$ cat src/rtl/fsr_pkg.sv
package fsr_pkg;
  localparam int ST_W      = 8;
  localparam int N_ERR_CAT = 4;
  localparam int READY_B   = 7;
  localparam int ESUSP_B   = 6;
  localparam int PSUSP_B   = 2;

  // status bit that carries each error category
  function automatic int err_pos(input int cat);
    case (cat)
      0:       return 1;
      1:       return 3;
      2:       return 4;
      default: return 5;
    endcase
  endfunction
endpackage

$ cat src/rtl/fsr_err_bank.sv
module fsr_err_bank #(
  parameter int N = 4
) (
  input  logic         clk,
  input  logic         rst,
  input  logic         clr,
  input  logic [N-1:0] set,
  output logic [N-1:0] flags
);
  for (genvar g = 0; g < N; g++) begin : g_flag
    always_ff @(posedge clk) begin
      if (rst)         flags[g] <= 1'b0;
      else if (set[g]) flags[g] <= 1'b1;
      else if (clr)    flags[g] <= 1'b0;
    end
  end
endmodule

$ cat src/rtl/fsr_op_tracker.sv
module fsr_op_tracker (
  input  logic clk,
  input  logic rst,
  input  logic cmd_rd_status,
  input  logic cmd_rd_array,
  input  logic cmd_suspend,
  input  logic cmd_resume,
  input  logic eng_start,
  input  logic eng_is_erase,
  input  logic eng_done,
  input  logic eng_paused,
  output logic busy,
  output logic susp_erase,
  output logic susp_prog,
  output logic sel_status
);
  logic op_erase, pend;
  logic resume_ok, start_ok, susp_ok;

  always_comb begin
    resume_ok = !busy && cmd_resume && (susp_erase || susp_prog);
    start_ok  = !busy && eng_start && !resume_ok;
    susp_ok   = busy && cmd_suspend && !pend && !susp_erase && !susp_prog;
  end

  always_ff @(posedge clk) begin
    if (rst) begin
      busy       <= 1'b0;
      pend       <= 1'b0;
      op_erase   <= 1'b0;
      susp_erase <= 1'b0;
      susp_prog  <= 1'b0;
    end else if (busy) begin
      if (eng_done) begin
        busy <= 1'b0;
        pend <= 1'b0;
      end else if (pend && eng_paused) begin
        busy <= 1'b0;
        pend <= 1'b0;
        if (op_erase) susp_erase <= 1'b1;
        else          susp_prog  <= 1'b1;
      end else if (susp_ok) begin
        pend <= 1'b1;
      end
    end else if (resume_ok) begin
      busy       <= 1'b1;
      op_erase   <= susp_erase;
      susp_erase <= 1'b0;
      susp_prog  <= 1'b0;
    end else if (start_ok) begin
      busy     <= 1'b1;
      op_erase <= eng_is_erase;
    end
  end

  always_ff @(posedge clk) begin
    if (rst)                                      sel_status <= 1'b0;
    else if (cmd_rd_array)                        sel_status <= 1'b0;
    else if (cmd_rd_status || start_ok || resume_ok) sel_status <= 1'b1;
  end
endmodule

$ cat src/rtl/fsr_out_latch.sv
module fsr_out_latch #(
  parameter int W = 8,
  parameter logic [W-1:0] RST_VAL = '0
) (
  input  logic         clk,
  input  logic         rst,
  input  logic         ce_n,
  input  logic         oe_n,
  input  logic [W-1:0] live,
  output logic [W-1:0] q
);
  logic act, act_d;
  assign act = !ce_n && !oe_n;

  always_ff @(posedge clk) begin
    if (rst) begin
      act_d <= 1'b0;
      q     <= RST_VAL;
    end else begin
      act_d <= act;
      if (!act || !act_d) q <= live;
    end
  end
endmodule

$ cat src/rtl/flash_status_unit.sv
module flash_status_unit
  import fsr_pkg::*;
#(
  parameter int N_ERR = N_ERR_CAT
) (
  input  logic             clk,
  input  logic             rst,
  input  logic             cmd_rd_status,
  input  logic             cmd_clr_status,
  input  logic             cmd_rd_array,
  input  logic             cmd_suspend,
  input  logic             cmd_resume,
  input  logic             eng_start,
  input  logic             eng_is_erase,
  input  logic             eng_done,
  input  logic             eng_paused,
  input  logic [N_ERR-1:0] eng_err,
  input  logic             ce_n,
  input  logic             oe_n,
  output logic [ST_W-1:0]  status_q,
  output logic             sel_status
);
  localparam logic [ST_W-1:0] IDLE_VAL = ST_W'(1) << READY_B;

  logic             busy, susp_erase, susp_prog;
  logic [N_ERR-1:0] err_flags;
  logic [ST_W-1:0]  live;

  fsr_op_tracker u_trk (
    .clk(clk), .rst(rst),
    .cmd_rd_status(cmd_rd_status), .cmd_rd_array(cmd_rd_array),
    .cmd_suspend(cmd_suspend), .cmd_resume(cmd_resume),
    .eng_start(eng_start), .eng_is_erase(eng_is_erase),
    .eng_done(eng_done), .eng_paused(eng_paused),
    .busy(busy), .susp_erase(susp_erase), .susp_prog(susp_prog),
    .sel_status(sel_status)
  );

  fsr_err_bank #(.N(N_ERR)) u_err (
    .clk(clk), .rst(rst), .clr(cmd_clr_status),
    .set(eng_err), .flags(err_flags)
  );

  always_comb begin
    live          = '0;
    live[READY_B] = !busy;
    live[ESUSP_B] = susp_erase && !busy;
    live[PSUSP_B] = susp_prog && !busy;
    for (int i = 0; i < N_ERR; i++) live[err_pos(i)] = err_flags[i];
  end

  fsr_out_latch #(.W(ST_W), .RST_VAL(IDLE_VAL)) u_lat (
    .clk(clk), .rst(rst), .ce_n(ce_n), .oe_n(oe_n),
    .live(live), .q(status_q)
  );
endmodule

$ cat config.mk
export PLATFORM = sky130hd
export DESIGN_NAME = flash_status_unit
export DESIGN_NICKNAME = d
export VERILOG_FILES = /design/src/rtl/fsr_pkg.sv /design/src/rtl/fsr_err_bank.sv /design/src/rtl/fsr_op_tracker.sv /design/src/rtl/fsr_out_latch.sv /design/src/rtl/flash_status_unit.sv
export SDC_FILE = /design/constraint.sdc
export NUM_CORES = 1
export LEC_CHECK = 0
export ABC_AREA = 1
export BUFFER_PORTS_ARGS = -buffer_cell sky130_fd_sc_hd__clkbuf_2
export CAP_MARGIN = 0
export CORE_ASPECT_RATIO = 1.75
export CORE_UTILIZATION = 38
export CTS_BUF_LIST = sky130_fd_sc_hd__clkbuf_4 sky130_fd_sc_hd__clkbuf_8 sky130_fd_sc_hd__clkbuf_16
export CTS_CLUSTER_SIZE = 30
export DETAILED_ROUTE_END_ITERATION = 10
export SLEW_MARGIN = 20
export SYNTH_ARGS = -nofsm -noshare
export SYNTH_HDL_FRONTEND = slang
export SYNTH_HIERARCHICAL = 1
export SYNTH_SLANG_ARGS = --single-unit
export TNS_END_PERCENT = 50
$ cat constraint.sdc
create_clock -name clk -period 1 [get_ports clk]
set_input_delay 0.15 -clock clk [delete_from_list [all_inputs] [get_ports clk]]
set_output_delay 0.15 -clock clk [all_outputs]
set_load 0.01 [all_outputs]
# Word level (Yosys, flattened, before mapping)
# Index checks and enable logic that the tools add are counted.
# word_totals
reg_bits	18
out_inout_bits	9
# op_classes
n_reduce_logical	37
n_eq_ne	4
mux	24
bitwise_logic	1
# op_table
op	n
1-bit 2-to-1 mux	24
1-bit logical AND	12
2-bit nonzero test	6
1-bit logical NOT	9
2-bit != test, second input constant	4
4-bit AND reduction	2
1-bit logical OR	4
2-bit AND reduction	2
3-bit nonzero test	1
2-bit OR reduction	1
1-bit inverter	1

# Longest topological paths before layout
# Gate-level depths: netlist of run 1.
# logic_depth
ltp_word	8
mapped_depth	7
mapped_depth_nobuf	7

# Hierarchy
# The synthesis of run 1 kept the hierarchy.
# by_module_without_submodules
mod	cells_per_inst	seq_area_each_um2	n_inst	area_per_inst_um2
fsr_out_latch	54	180.2	1	394.1
fsr_op_tracker	48	120.1	1	312.8
fsr_err_bank	17	80.1	1	133.9
flash_status_unit	6	0.0	1	22.5

# Least setup slack after synthesis of run 1
# OpenSTA, ideal clock, no wires.
# synth_path
path_kind	flip-flop to flip-flop
from	register u_trk.busy
to	register u_trk.op_erase
arrival_time_ns	0.846
path_slack_ns	0.043
path_buffers	0
stages_incl_launch_ff	8
setup_time_ns	0.111
required_ns	0.889
period_less_slack_ns	0.957
cell_sequence	dfxtp_1 inv_1 nand2_2 nor2_1 nand2_1 nand2_1 nor2_1 nor2_1
# synth_between
elab_chain_cells	7
word_cells_on_any_way	10
cone_classes	1 x mux; 1 x bitwise; 8 x reduce/logical
# synth_lines
element	line_no	source
start: declaration	fsr_op_tracker.sv:12	output logic busy,
start signal: assignment	fsr_op_tracker.sv:28	busy <= 1'b0;
start signal: assignment	fsr_op_tracker.sv:35	busy <= 1'b0;
start signal: assignment	fsr_op_tracker.sv:38	busy <= 1'b0;
1-bit logical NOT	fsr_op_tracker.sv:21, fsr_op_tracker.sv:22	
1-bit logical AND (2 in series)	fsr_op_tracker.sv:21	resume_ok = !busy && cmd_resume && (susp_erase || susp_prog);
1-bit logical NOT	fsr_op_tracker.sv:22	start_ok = !busy && eng_start && !resume_ok;
1-bit logical AND	fsr_op_tracker.sv:22	
2-bit nonzero test (no line)	--	
2-bit AND reduction (no line)	--	
end signal: assignment	fsr_op_tracker.sv:47	op_erase <= susp_erase;
end signal: assignment	fsr_op_tracker.sv:52	op_erase <= eng_is_erase;
end: declaration	fsr_op_tracker.sv:17	logic op_erase, pend;
# Parallel ways exist; a longest one is shown, timed or not.
# A chain may end at the register's enable or synchronous reset.

# Worst setup path in the final report of run 1
# layout_path
from	register u_trk.susp_erase
to	register u_trk.op_erase
# layout_between
elab_chain_cells	6
word_cells_on_any_way	7
cone_classes	1 x mux; 6 x reduce/logical
# layout_lines
element	line_no	source
start: declaration	fsr_op_tracker.sv:13	output logic susp_erase,
start signal: assignment	fsr_op_tracker.sv:31	susp_erase <= 1'b0;
start signal: assignment	fsr_op_tracker.sv:40	if (op_erase) susp_erase <= 1'b1;
start signal: assignment	fsr_op_tracker.sv:48	susp_erase <= 1'b0;
1-bit logical OR	fsr_op_tracker.sv:21	
1-bit logical AND	fsr_op_tracker.sv:21	
1-bit logical NOT	fsr_op_tracker.sv:22	
1-bit logical AND	fsr_op_tracker.sv:22	
2-bit nonzero test (no line)	--	
2-bit AND reduction (no line)	--	
# Parallel ways exist; a longest one is shown, timed or not.

==> results.py, run 1 <==
metrics = {
    "worst_setup_path": {
        "rr_endpoint": "u_trk/op_erase$_SDFFE_PP0P_",
        "crit_start": "u_trk/susp_erase$_SDFFE_PP0P_",
        "critPathArrivalTime_ps": 1120,
        "crit_path_end_kind": "flop",
        "rrSetupSlack_ps": 60,
        "worstSetupPathType": "reg -> reg",
        "path_max_fanout": 4,
        "rr_worst_depth": 7,
        "endpoint": "u_trk/op_erase$_SDFFE_PP0P_",
        "cp.required_ps": 1180,
        "critPathLaunchType": "flop",
        "r2r_start": "u_trk/susp_erase$_SDFFE_PP0P_",
    },
    "place": {
        "hpwlAfterDp_um": 1290,
        "place.port_buffers": 25,
        "place_area_um2": 1030,
        "place.gp.congestion": 0.752,
    },
    "timing": {
        "setup-violations-final": 0,
        "fin_skew_ps": 6.44,
        "whs_ps": 75.8,
        "max_freq_mhz": 1070,
        "period_share_pct": 93.5,
        "period_needed_ps": 935,
        "rsz0062_at_grt": "false",
        "finalSetupTns_ps": 0,
        "slew_viol_final": 0,
        "hold_viol_final": 0,
    },
    "detailed_routing": {
        "antenna_left": 0,
        "wire_per_inst_um": 9.42,
        "vias": 802,
        "firstDrtPassIters": 3,
        "drc_errors": 0,
        "drt_wl_total_um": 1680,
        "drt_iter0_drc": 9,
        "viasPerCell": 4.51,
    },
    "pwr": {
        "ir_worst_vdd_uv": 687,
        "power_density_nw_per_um2": 1470,
        "power.total_uw": 1570,
        "p_leak_uw": 0.000551,
    },
    "clocking": {
        "cts-root-buf": "clkbuf_4",
        "cts_buffers": 3,
        "insertion_delay_ps": 290,
        "htreeDepth": 1,
        "cts_tree": "built",
        "clk_pin_slew_ps": 100,
        "clock_path_buffers": 2,
        "cts.sink_count": 19,
        "hold_buffers": 0,
    },
    "final_layout": {
        "largest_register_ffs": 8,
        "drive_above_1_share_pct": 28.6,
        "area_delta_synth_final_pct": 23.3,
        "finalNetCount": 172,
        "final_cell_mix": "25 x clkbuf_2, 24 x inv_1, 23 x nand2_1",
        "postLayoutCellArea_um2": 1060,
        "mostFrequentLayoutCell": "clkbuf_2",
        "diodes": 0,
        "regMostFlops": "u_lat/q",
        "reg_top3": "u_lat/q (8), u_err/flags (4)",
    },
    "floorplan": {
        "fp.dieH_um": 65.1,
        "initial_core_util_pct": 40.7,
        "boundaryPins": 26,
        "die_w_um": 38.0,
        "rows": 22,
        "core_area_um2": 2120,
        "die_area_um2": 2470,
    },
    "logic_synthesis": {
        "syn_inst": 125,
        "synth_fp_nets": 142,
        "yosys.area.top_type": "dfxtp_1",
        "yosysSeqAreaShare_pct": 44.1,
        "syn_area_per_cell_um2": 6.91,
        "synth_area_leaders": "dfxtp_1 44%, inv_1 10%, nand2_1 10%, a21oi_1 8.1%, nor2_1 6.5%",
        "synth_cell_types": 19,
        "ys_ff_latch": 19,
        "yosys_warnings": 6,
        "synth_top_area_share_pct": 44.1,
        "netlist_area_um2": 863,
    },
    "grt": {
        "grt_pass1_vias": 793,
        "antenna_found_initial": 0,
        "grt_max_degree": 17,
        "grt_overflow_total": 0,
        "grt_pass1_wl_um": 3010,
        "globalRouteTotalUtil_pct": 16.1,
    },
    "outcome": {
        "status": "finished, final reports clean",
    },
    "flow_run": {
        "drv_cap": 0,
    },
    "worst_hold_path": {
        "hp-class": "in -> reg",
    },
}
cell usage after synthesis, drive strengths merged:
library cell and count:
nor3 2, dfxtp 19, nor2 18, nand3 9, inv 26, buf 2
clkbuf 1, a21oi 14, nand2 27, o21ai 4, a31oi 1, conb 1
or2 1
critical path, stage by stage, from the launching register on:
cell and delay, ps:
dfxtp_2 360, inv_1 50, nand2_1 100, nand2_4 80, nand2_1 60, nand2_1 50, nor2_1 90, nor2_1 40
power by group:
part	switching (µW)	internal [µW]
sequential	37.1	819
clock	219	182
combinational	180	133
total	436	1130
how the worst min path moves through the flow:
stage          from                          end  slack [ps]  cells after the start
2_1_floorplan   rst  u_err/flags[0]$_SDFFE_PP0P_         220                      1
3_3_place_gp   ce_n       u_lat/act_d$_SDFF_PP0_         370                      2
3_5_place_dp   ce_n       u_lat/act_d$_SDFF_PP0_         380                      2
4_1_cts        ce_n       u_lat/act_d$_SDFF_PP0_          70                      2
5_1_grt        ce_n       u_lat/act_d$_SDFF_PP0_          70                      2
6_report       ce_n       u_lat/act_d$_SDFF_PP0_          80                      2
through the flow:
| step | cells | utilization [%] | setup WS, ps |
|---|---|---|---|
| after CTS | 178 | 49.8 | 25.7 |
| after detailed placement | 174 | 48.4 | 46.3 |
| final | 178 | 50.2 | 64.8 |
| after global routing | 178 | 50.2 | 11.0 |
| after floorplan | 125 | - | 42.6 |
| after global placement | 174 | 48.4 | 73.2 |
area by class of cell:
cell class              count  area (µm²)
fillers                   224        1050
multi-input cells          77         363
clock buffers               4        30.0
repair buffers             28         160
inverters                  26        97.6
flip-flops and latches     19         384
well taps                  24        30.0
cells by family (layout without fill, tap and decap cells):
logic type | after synthesis | in the layout | synth area share [%]
AND/OR/NAND/NOR | 57 | 57 | 29.9
flip-flops | 19 | 19 | 44.1
buffers and inverters | 29 | 58 | 14.5
other | 1 | 1 | 0.434
AO/OA/AOI/OAI | 19 | 19 | 11.2
timing repair:
item	4_1_cts	5_1_grt
gates resized for setup	0	6
endpoints found under the setup margin	0	4
setup buffers	0	0
routing by layer:
metal | global-route usage, % | wire (µm) | vias to the layer above
met5 | 0 | 0 | -
met4 | 6.70 | 14 | 0
met3 | 2.05 | 61 | 2
met2 | 28.0 | 858 | 19
met1 | 18.8 | 741 | 346
li1 | - | - | 435
Note: power is estimated with default switching activity, not from simulation.
==> run 2: changes to the inputs <==
--- a/config.mk
+++ b/config.mk
@@ -8,7 +8,6 @@
 export ABC_AREA = 1
 export BUFFER_PORTS_ARGS = -buffer_cell sky130_fd_sc_hd__clkbuf_2
 export CAP_MARGIN = 0
-export CORE_ASPECT_RATIO = 1.75
 export CORE_UTILIZATION = 38
 export CTS_BUF_LIST = sky130_fd_sc_hd__clkbuf_4 sky130_fd_sc_hd__clkbuf_8 sky130_fd_sc_hd__clkbuf_16
 export CTS_CLUSTER_SIZE = 30
@@ -16,6 +15,5 @@
 export SLEW_MARGIN = 20
 export SYNTH_ARGS = -nofsm -noshare
 export SYNTH_HDL_FRONTEND = slang
-export SYNTH_HIERARCHICAL = 1
 export SYNTH_SLANG_ARGS = --single-unit
 export TNS_END_PERCENT = 50
==> results.py, run 2 <==
metrics = {
    "detailed_routing": {
        "drt_iter0_drc": 2,
        "m1WireLength_um": 707,
        "firstDrtPassIters": 2,
        "viasPerCell": 4.38,
        "drc_errors": 0,
        "antenna_left": 0,
        "vias": 675,
        "wire_per_inst_um": 9.22,
        "drt_wl_total_um": 1420,
        "met3_length_um": 77,
        "wl_met2_um": 634,
        "highest_layer": "met3",
    },
    "grt": {
        "grt_pass1_vias": 544,
        "grt_overflow_total": 0,
        "globalRouteTotalUtil_pct": 15.2,
        "grt_max_degree": 11,
        "grt_pass1_wl_um": 2210,
        "antenna_found_initial": 0,
    },
    "clocking": {
        "cts_tree": "built",
        "insertion_delay_ps": 290,
        "htreeDepth": 1,
        "cts_buffers": 3,
        "cts.sink_count": 18,
        "cts-root-buf": "clkbuf_4",
        "clock_path_buffers": 2,
        "clk_pin_slew_ps": 100,
    },
    "pwr": {
        "p_leak_uw": 0.000487,
        "ir_worst_vdd_uv": 1100,
        "power_density_nw_per_um2": 1610,
    },
    "final_layout": {
        "mostFrequentLayoutCell": "clkbuf_2",
        "ff_latch_area_um2": 367,
        "reg_top3": "u_lat.q (7), u_err.flags (4)",
        "multi_input_area_um2": 300,
        "area_delta_synth_final_pct": 34.8,
        "largest_register_ffs": 7,
        "final_cell_mix": "24 x clkbuf_2, 18 x nor2_1, 17 x nand2_1",
        "fin_cells": 154,
        "drive_above_1_share_pct": 34.9,
        "diodes": 0,
        "finalNetCount": 147,
        "fillCellCount": 183,
        "regMostFlops": "u_lat.q",
    },
    "worst_hold_path": {
        "hp-class": "in -> reg",
    },
    "floorplan": {
        "core_area_um2": 1730,
        "rows": 15,
        "die_w_um": 45.1,
        "die_area_um2": 2030,
        "initial_core_util_pct": 40.9,
        "boundaryPins": 26,
        "fp.dieH_um": 45.1,
    },
    "timing": {
        "setup-violations-final": 0,
        "finalSetupTns_ps": 0,
        "rsz0062_at_grt": "true",
        "max_freq_mhz": 1070,
        "hold_viol_final": 0,
        "whs_ps": 21.1,
        "fin_skew_ps": 4.45,
        "period_share_pct": 93.8,
        "slew_viol_final": 0,
        "period_needed_ps": 938,
    },
    "logic_synthesis": {
        "synth_area_leaders": "dfxtp_1 51%, nor2_1 10%, nand2_1 9.0%, inv_1 6.4%, a21oi_1 5.7%",
        "yosys_warnings": 0,
        "synth_fp_nets": 114,
        "ys_ff_latch": 18,
        "synth-edff-count": 0,
        "async_reset_ff_share_pct": 0,
        "synth_top_area_share_pct": 51.1,
        "synth_common_cells": "19 x nor2_1, 18 x dfxtp_1, 17 x nand2_1, 12 x inv_1, 8 x a21oi_1",
        "synth_cell_types": 18,
        "synth_most_common_cell": "nor2_1",
        "yosysSeqAreaShare_pct": 51.1,
        "yosys.area.top_type": "dfxtp_1",
        "syn_inst": 97,
        "netlist_area_um2": 706,
        "synth_top_flop_cell": "dfxtp_1",
        "syn_area_per_cell_um2": 7.28,
    },
    "worst_setup_path": {
        "cp_top_family": "simple AND/OR/NAND/NOR gates",
        "crit_path_end_kind": "flop",
        "r2r_start": "u_trk.busy$_SDFF_PP0_",
        "critPathArrivalTime_ps": 1130,
        "crit_start": "u_trk.busy$_SDFF_PP0_",
        "path_depth": 6,
        "cp.required_ps": 1200,
        "slowest_stage": "dfxtp_4",
        "rr_worst_depth": 6,
        "endpoint": "u_trk.op_erase$_SDFFE_PP0P_",
        "cp_num_buf_inv": 0,
        "worstPathCellList": "nor2_4 -> nand2_2 -> nand2_1 -> nand2_1 -> nor2_1 -> nor2_1",
        "path_max_fanout": 5,
        "cp_slowest_stage_delay_ps": 370,
        "worstSetupPathType": "reg -> reg",
        "rr_endpoint": "u_trk.op_erase$_SDFFE_PP0P_",
        "critPathLaunchType": "flop",
        "rrSetupSlack_ps": 60,
    },
    "place": {
        "dp.cells": 147,
        "hpwlAfterDp_um": 1100,
        "place.gp.congestion": 0.745,
        "place.port_buffers": 24,
    },
    "flow_run": {
        "drv_cap": 0,
    },
    "outcome": {
        "status": "finished, final reports clean",
    },
}
[run 2: worst min-delay path by stage]
stage / end / depth (start not counted) / slack, ps / startpoint
floorplan: u_lat.act_d$_SDFF_PP0_ / 1 / 220 / ce_n
global placement: u_lat.act_d$_SDFF_PP0_ / 2 / 330 / ce_n
detailed placement: u_lat.act_d$_SDFF_PP0_ / 2 / 330 / ce_n
CTS: u_lat.act_d$_SDFF_PP0_ / 2 / 6 / ce_n
global route: u_lat.act_d$_SDFF_PP0_ / 2 / 3 / oe_n
finish: u_lat.act_d$_SDFF_PP0_ / 2 / 20 / oe_n
[run 2: logic make-up (layout without fill, tap and decap cells)]
group                  after synthesis  after routing  synth area share, %
buffers and inverters               15             47                 8.69
AND/OR/NAND/NOR                     45             45                 26.4
other                                1              1                0.531
flip-flops                          18             18                 51.1
AO/OA/AOI/OAI                       18             18                 13.3
[run 2: final cells by class]
cell class              instances  area share [%]
multi-input cells              64            31.6
flip-flops and latches         18            38.6
inverters                      13            5.13
repair buffers                 30            17.6
well taps                      25            3.29
clock buffers                   4            3.82
[run 2: power breakdown]
part | internal [µW] | leakage, µW | switching [µW]
Clock | 222 | 0.0000210 | 210
Sequential | 777 | 0.000150 | 32.7
Combinational | 132 | 0.000316 | 154
[run 2: routing by layer]
| metal | track usage [%] | up-vias |
|---|---|---|
| li1 | - | 364 |
| met1 | 20.1 | 291 |
| met2 | 22.3 | 20 |
| met3 | 7.20 | 0 |
| met4 | 3.64 | 0 |
| met5 | 0 | - |
[run 2: worst register-to-register path, cell delays in order, from the launching register on]
cell and delay [ps]:
dfxtp_4 370, nor2_4 120, nand2_2 100, nand2_1 70, nand2_1 50, nor2_1 100
nor2_1 40
[run 2: metrics by stage]
| stage | power [µW] | utilization (%) | setup WS [ps] | instance area (µm²) |
|---|---|---|---|---|
| after floorplan | 977 | - | 67.3 | 706 |
| after global placement | 1070 | 50.2 | 15.9 | 867 |
| after detailed placement | 1080 | 50.2 | 0.323 | 867 |
| after CTS | 1520 | 52.5 | 21.3 | 907 |
| after global routing | 1630 | 55.1 | -19.2 | 951 |
| final | 1530 | 55.1 | 62.0 | 951 |
[run 2: timing repair]
action                                  4_1_cts  5_1_grt
hold buffers                                  0        1
pin swaps                                     0        1
hold endpoints to repair                      0        1
endpoints found under the setup margin        1        4
gates resized for setup                       2        9
setup buffers                                 0        2
gates cloned                                  0        0
==> run 3: changes to the inputs <==
==> constraint.sdc (replaced) <==
create_clock -name clk -period 0.9 [get_ports clk]
set_input_delay 0.135 -clock clk [delete_from_list [all_inputs] [get_ports clk]]
set_output_delay 0.135 -clock clk [all_outputs]
set_load 0.01 [all_outputs]
==> results.py, run 3 (synthesis results as in run 2) <==
metrics = {
    "detailed_routing": {
        "antenna_left": 0,
        "drt_wl_total_um": 1470,
        "highest_layer": "met3",
        "firstDrtPassIters": 6,
        "m1WireLength_um": 711,
        "wire_per_inst_um": 9.39,
        "drc_errors": 0,
        "vias": 673,
        "viasPerCell": 4.31,
        "met3_length_um": 71,
        "drt_iter0_drc": 7,
        "wl_met2_um": 682,
    },
    "pwr": {
        "power_density_nw_per_um2": 1690,
        "intPower_uw": 1310,
        "power.total_uw": 1790,
        "switching_share_pct": 26.7,
        "ir_worst_vdd_uv": 1180,
        "p_comb_share_pct": 22.0,
        "p_leak_uw": 0.000522,
        "switchingPower_uw": 479,
        "power_frac_seq_pct": 50.8,
        "pwr-share-clk_pct": 27.2,
    },
    "worst_setup_path": {
        "r2r_start": "u_trk.busy$_SDFF_PP0_",
        "rrSetupSlack_ps": -30,
        "path_max_fanout": 5,
        "crit_path_end_kind": "flop",
        "rr_endpoint": "u_trk.op_erase$_SDFFE_PP0P_",
        "rr_worst_depth": 6,
        "critPathLaunchType": "flop",
        "worstSetupPathType": "reg -> reg",
        "critPathArrivalTime_ps": 1120,
        "cp.required_ps": 1090,
    },
    "final_layout": {
        "mostFrequentLayoutCell": "nor2_1",
        "regMostFlops": "u_lat.q",
        "final_cell_mix": "17 x nor2_1, 16 x clkbuf_2, 15 x nand2_1",
        "finalNetCount": 149,
        "drive_above_1_share_pct": 47.3,
        "reg_top3": "u_lat.q (7), u_err.flags (4)",
        "largest_register_ffs": 7,
        "diodes": 0,
        "area_delta_synth_final_pct": 49.8,
    },
    "grt": {
        "grt_overflow_total": 0,
        "grt_pass1_wl_um": 2350,
        "antenna_found_initial": 0,
        "globalRouteTotalUtil_pct": 16.0,
        "grt_max_degree": 11,
        "grt_pass1_vias": 566,
    },
    "floorplan": {
        "rows": 15,
        "die_area_um2": 2030,
        "fp.dieH_um": 45.1,
        "die_w_um": 45.1,
        "core_area_um2": 1730,
        "boundaryPins": 26,
        "initial_core_util_pct": 40.9,
    },
    "timing": {
        "rsz0062_at_grt": "true",
        "period_share_pct": 103,
        "hold_viol_final": 0,
        "slew_viol_final": 0,
        "period_needed_ps": 926,
        "fin_ws_ps": -25.6,
        "setup-violations-final": 1,
        "fin_skew_ps": 2.89,
        "max_freq_mhz": 1080,
    },
    "clocking": {
        "cts_buffers": 3,
        "clock_path_buffers": 2,
        "cts_tree": "built",
        "cts-root-buf": "clkbuf_4",
        "clk_pin_slew_ps": 100,
        "htreeDepth": 1,
        "cts.sink_count": 18,
        "insertion_delay_ps": 290,
    },
    "place": {
        "place.gp.congestion": 0.762,
        "place.port_buffers": 24,
        "place_ws_ps": -84.2,
        "hpwlAfterDp_um": 1030,
    },
    "outcome": {
        "violations": "negative setup slack",
        "status": "finished with violations",
    },
    "flow_run": {
        "drv_cap": 0,
    },
    "worst_hold_path": {
        "hold_start": "eng_err[3]",
        "whs_endpoint": "u_err.flags[3]$_SDFFE_PP0P_",
        "hp-class": "in -> reg",
        "hold_path_depth": 3,
    },
}
-- run 3: cell types whose count changed in the layout (fill, tap and decap cells not counted), moves of 8 or more --
cell	change
clkbuf_2	-8
dfxtp_2	+8
buf_6	+8
dfxtp_1	-8
-- run 3: worst max-delay path, stage by stage, from the launching register on --
cell     delay, ps
dfxtp_4        380
nor2_4         120
nand2_4         90
nand2_4         80
nor2_2          30
nor2_1          90
nor2_1          40
-- run 3: cell type report --
class	count	area, µm²
fill	165	669
clock buffer	4	36.3
inverter	13	51.3
tap	25	31.3
multi-input combinational	64	327
timing repair buffer	32	235
sequential	18	377
-- run 3: repair_timing --
item,in CTS,in global routing
setup endpoints to repair,14,15
pin swaps,3,2
gates resized for setup,18,27
buffers inserted,0,1
hold endpoints to repair,1,0
hold buffers,2,0
-- run 3: power by group through the flow --
stage               Sequential (µW)  Clock, µW  Combinational [µW]
finish                          911        487                 394
global route                    919        535                 436
CTS                             903        500                 335
detailed placement              912          0                 301
global placement                912          0                 297
floorplan                       922          0                 167
-- run 3: per-layer routing --
| layer | vias to the layer above | global-route usage [%] |
|---|---|---|
| met5 | - | 0 |
| met4 | 0 | 3.64 |
| met3 | 0 | 4.80 |
| met2 | 19 | 24.1 |
| met1 | 283 | 22.6 |
| li1 | 371 | - |
-- run 3: worst max path at each step --
stage	start	to	depth (start not counted)	slack, ps
after CTS	u_trk.busy$_SDFF_PP0_	u_trk.op_erase$_SDFFE_PP0P_	6	-10
after global placement	u_trk.susp_prog$_SDFFE_PP0P_	u_trk.sel_status$_SDFFE_PP0P_	6	-50
after global routing	u_trk.busy$_SDFF_PP0_	u_trk.op_erase$_SDFFE_PP0P_	7	-90
after floorplan	u_trk.sel_status$_SDFFE_PP0P_	u_trk.sel_status$_SDFFE_PP0P_	3	-1
final	u_trk.busy$_SDFF_PP0_	u_trk.op_erase$_SDFFE_PP0P_	6	-30
after detailed placement	u_trk.susp_prog$_SDFFE_PP0P_	u_trk.busy$_SDFF_PP0_	6	-80
-- run 3: metrics by stage --
step | utilization [%] | hold WS, ps | cells | TNS [ps] | area, µm²
after floorplan | - | 206 | 97 | -1.37 | 709
after global placement | 51.3 | 312 | 149 | -106 | 886
after detailed placement | 51.3 | 316 | 149 | -198 | 886
after CTS | 56.7 | 48.6 | 155 | -18.2 | 978
after global routing | 61.2 | 52.5 | 156 | -238 | 1060
final | 61.2 | 52.4 | 156 | -25.6 | 1060
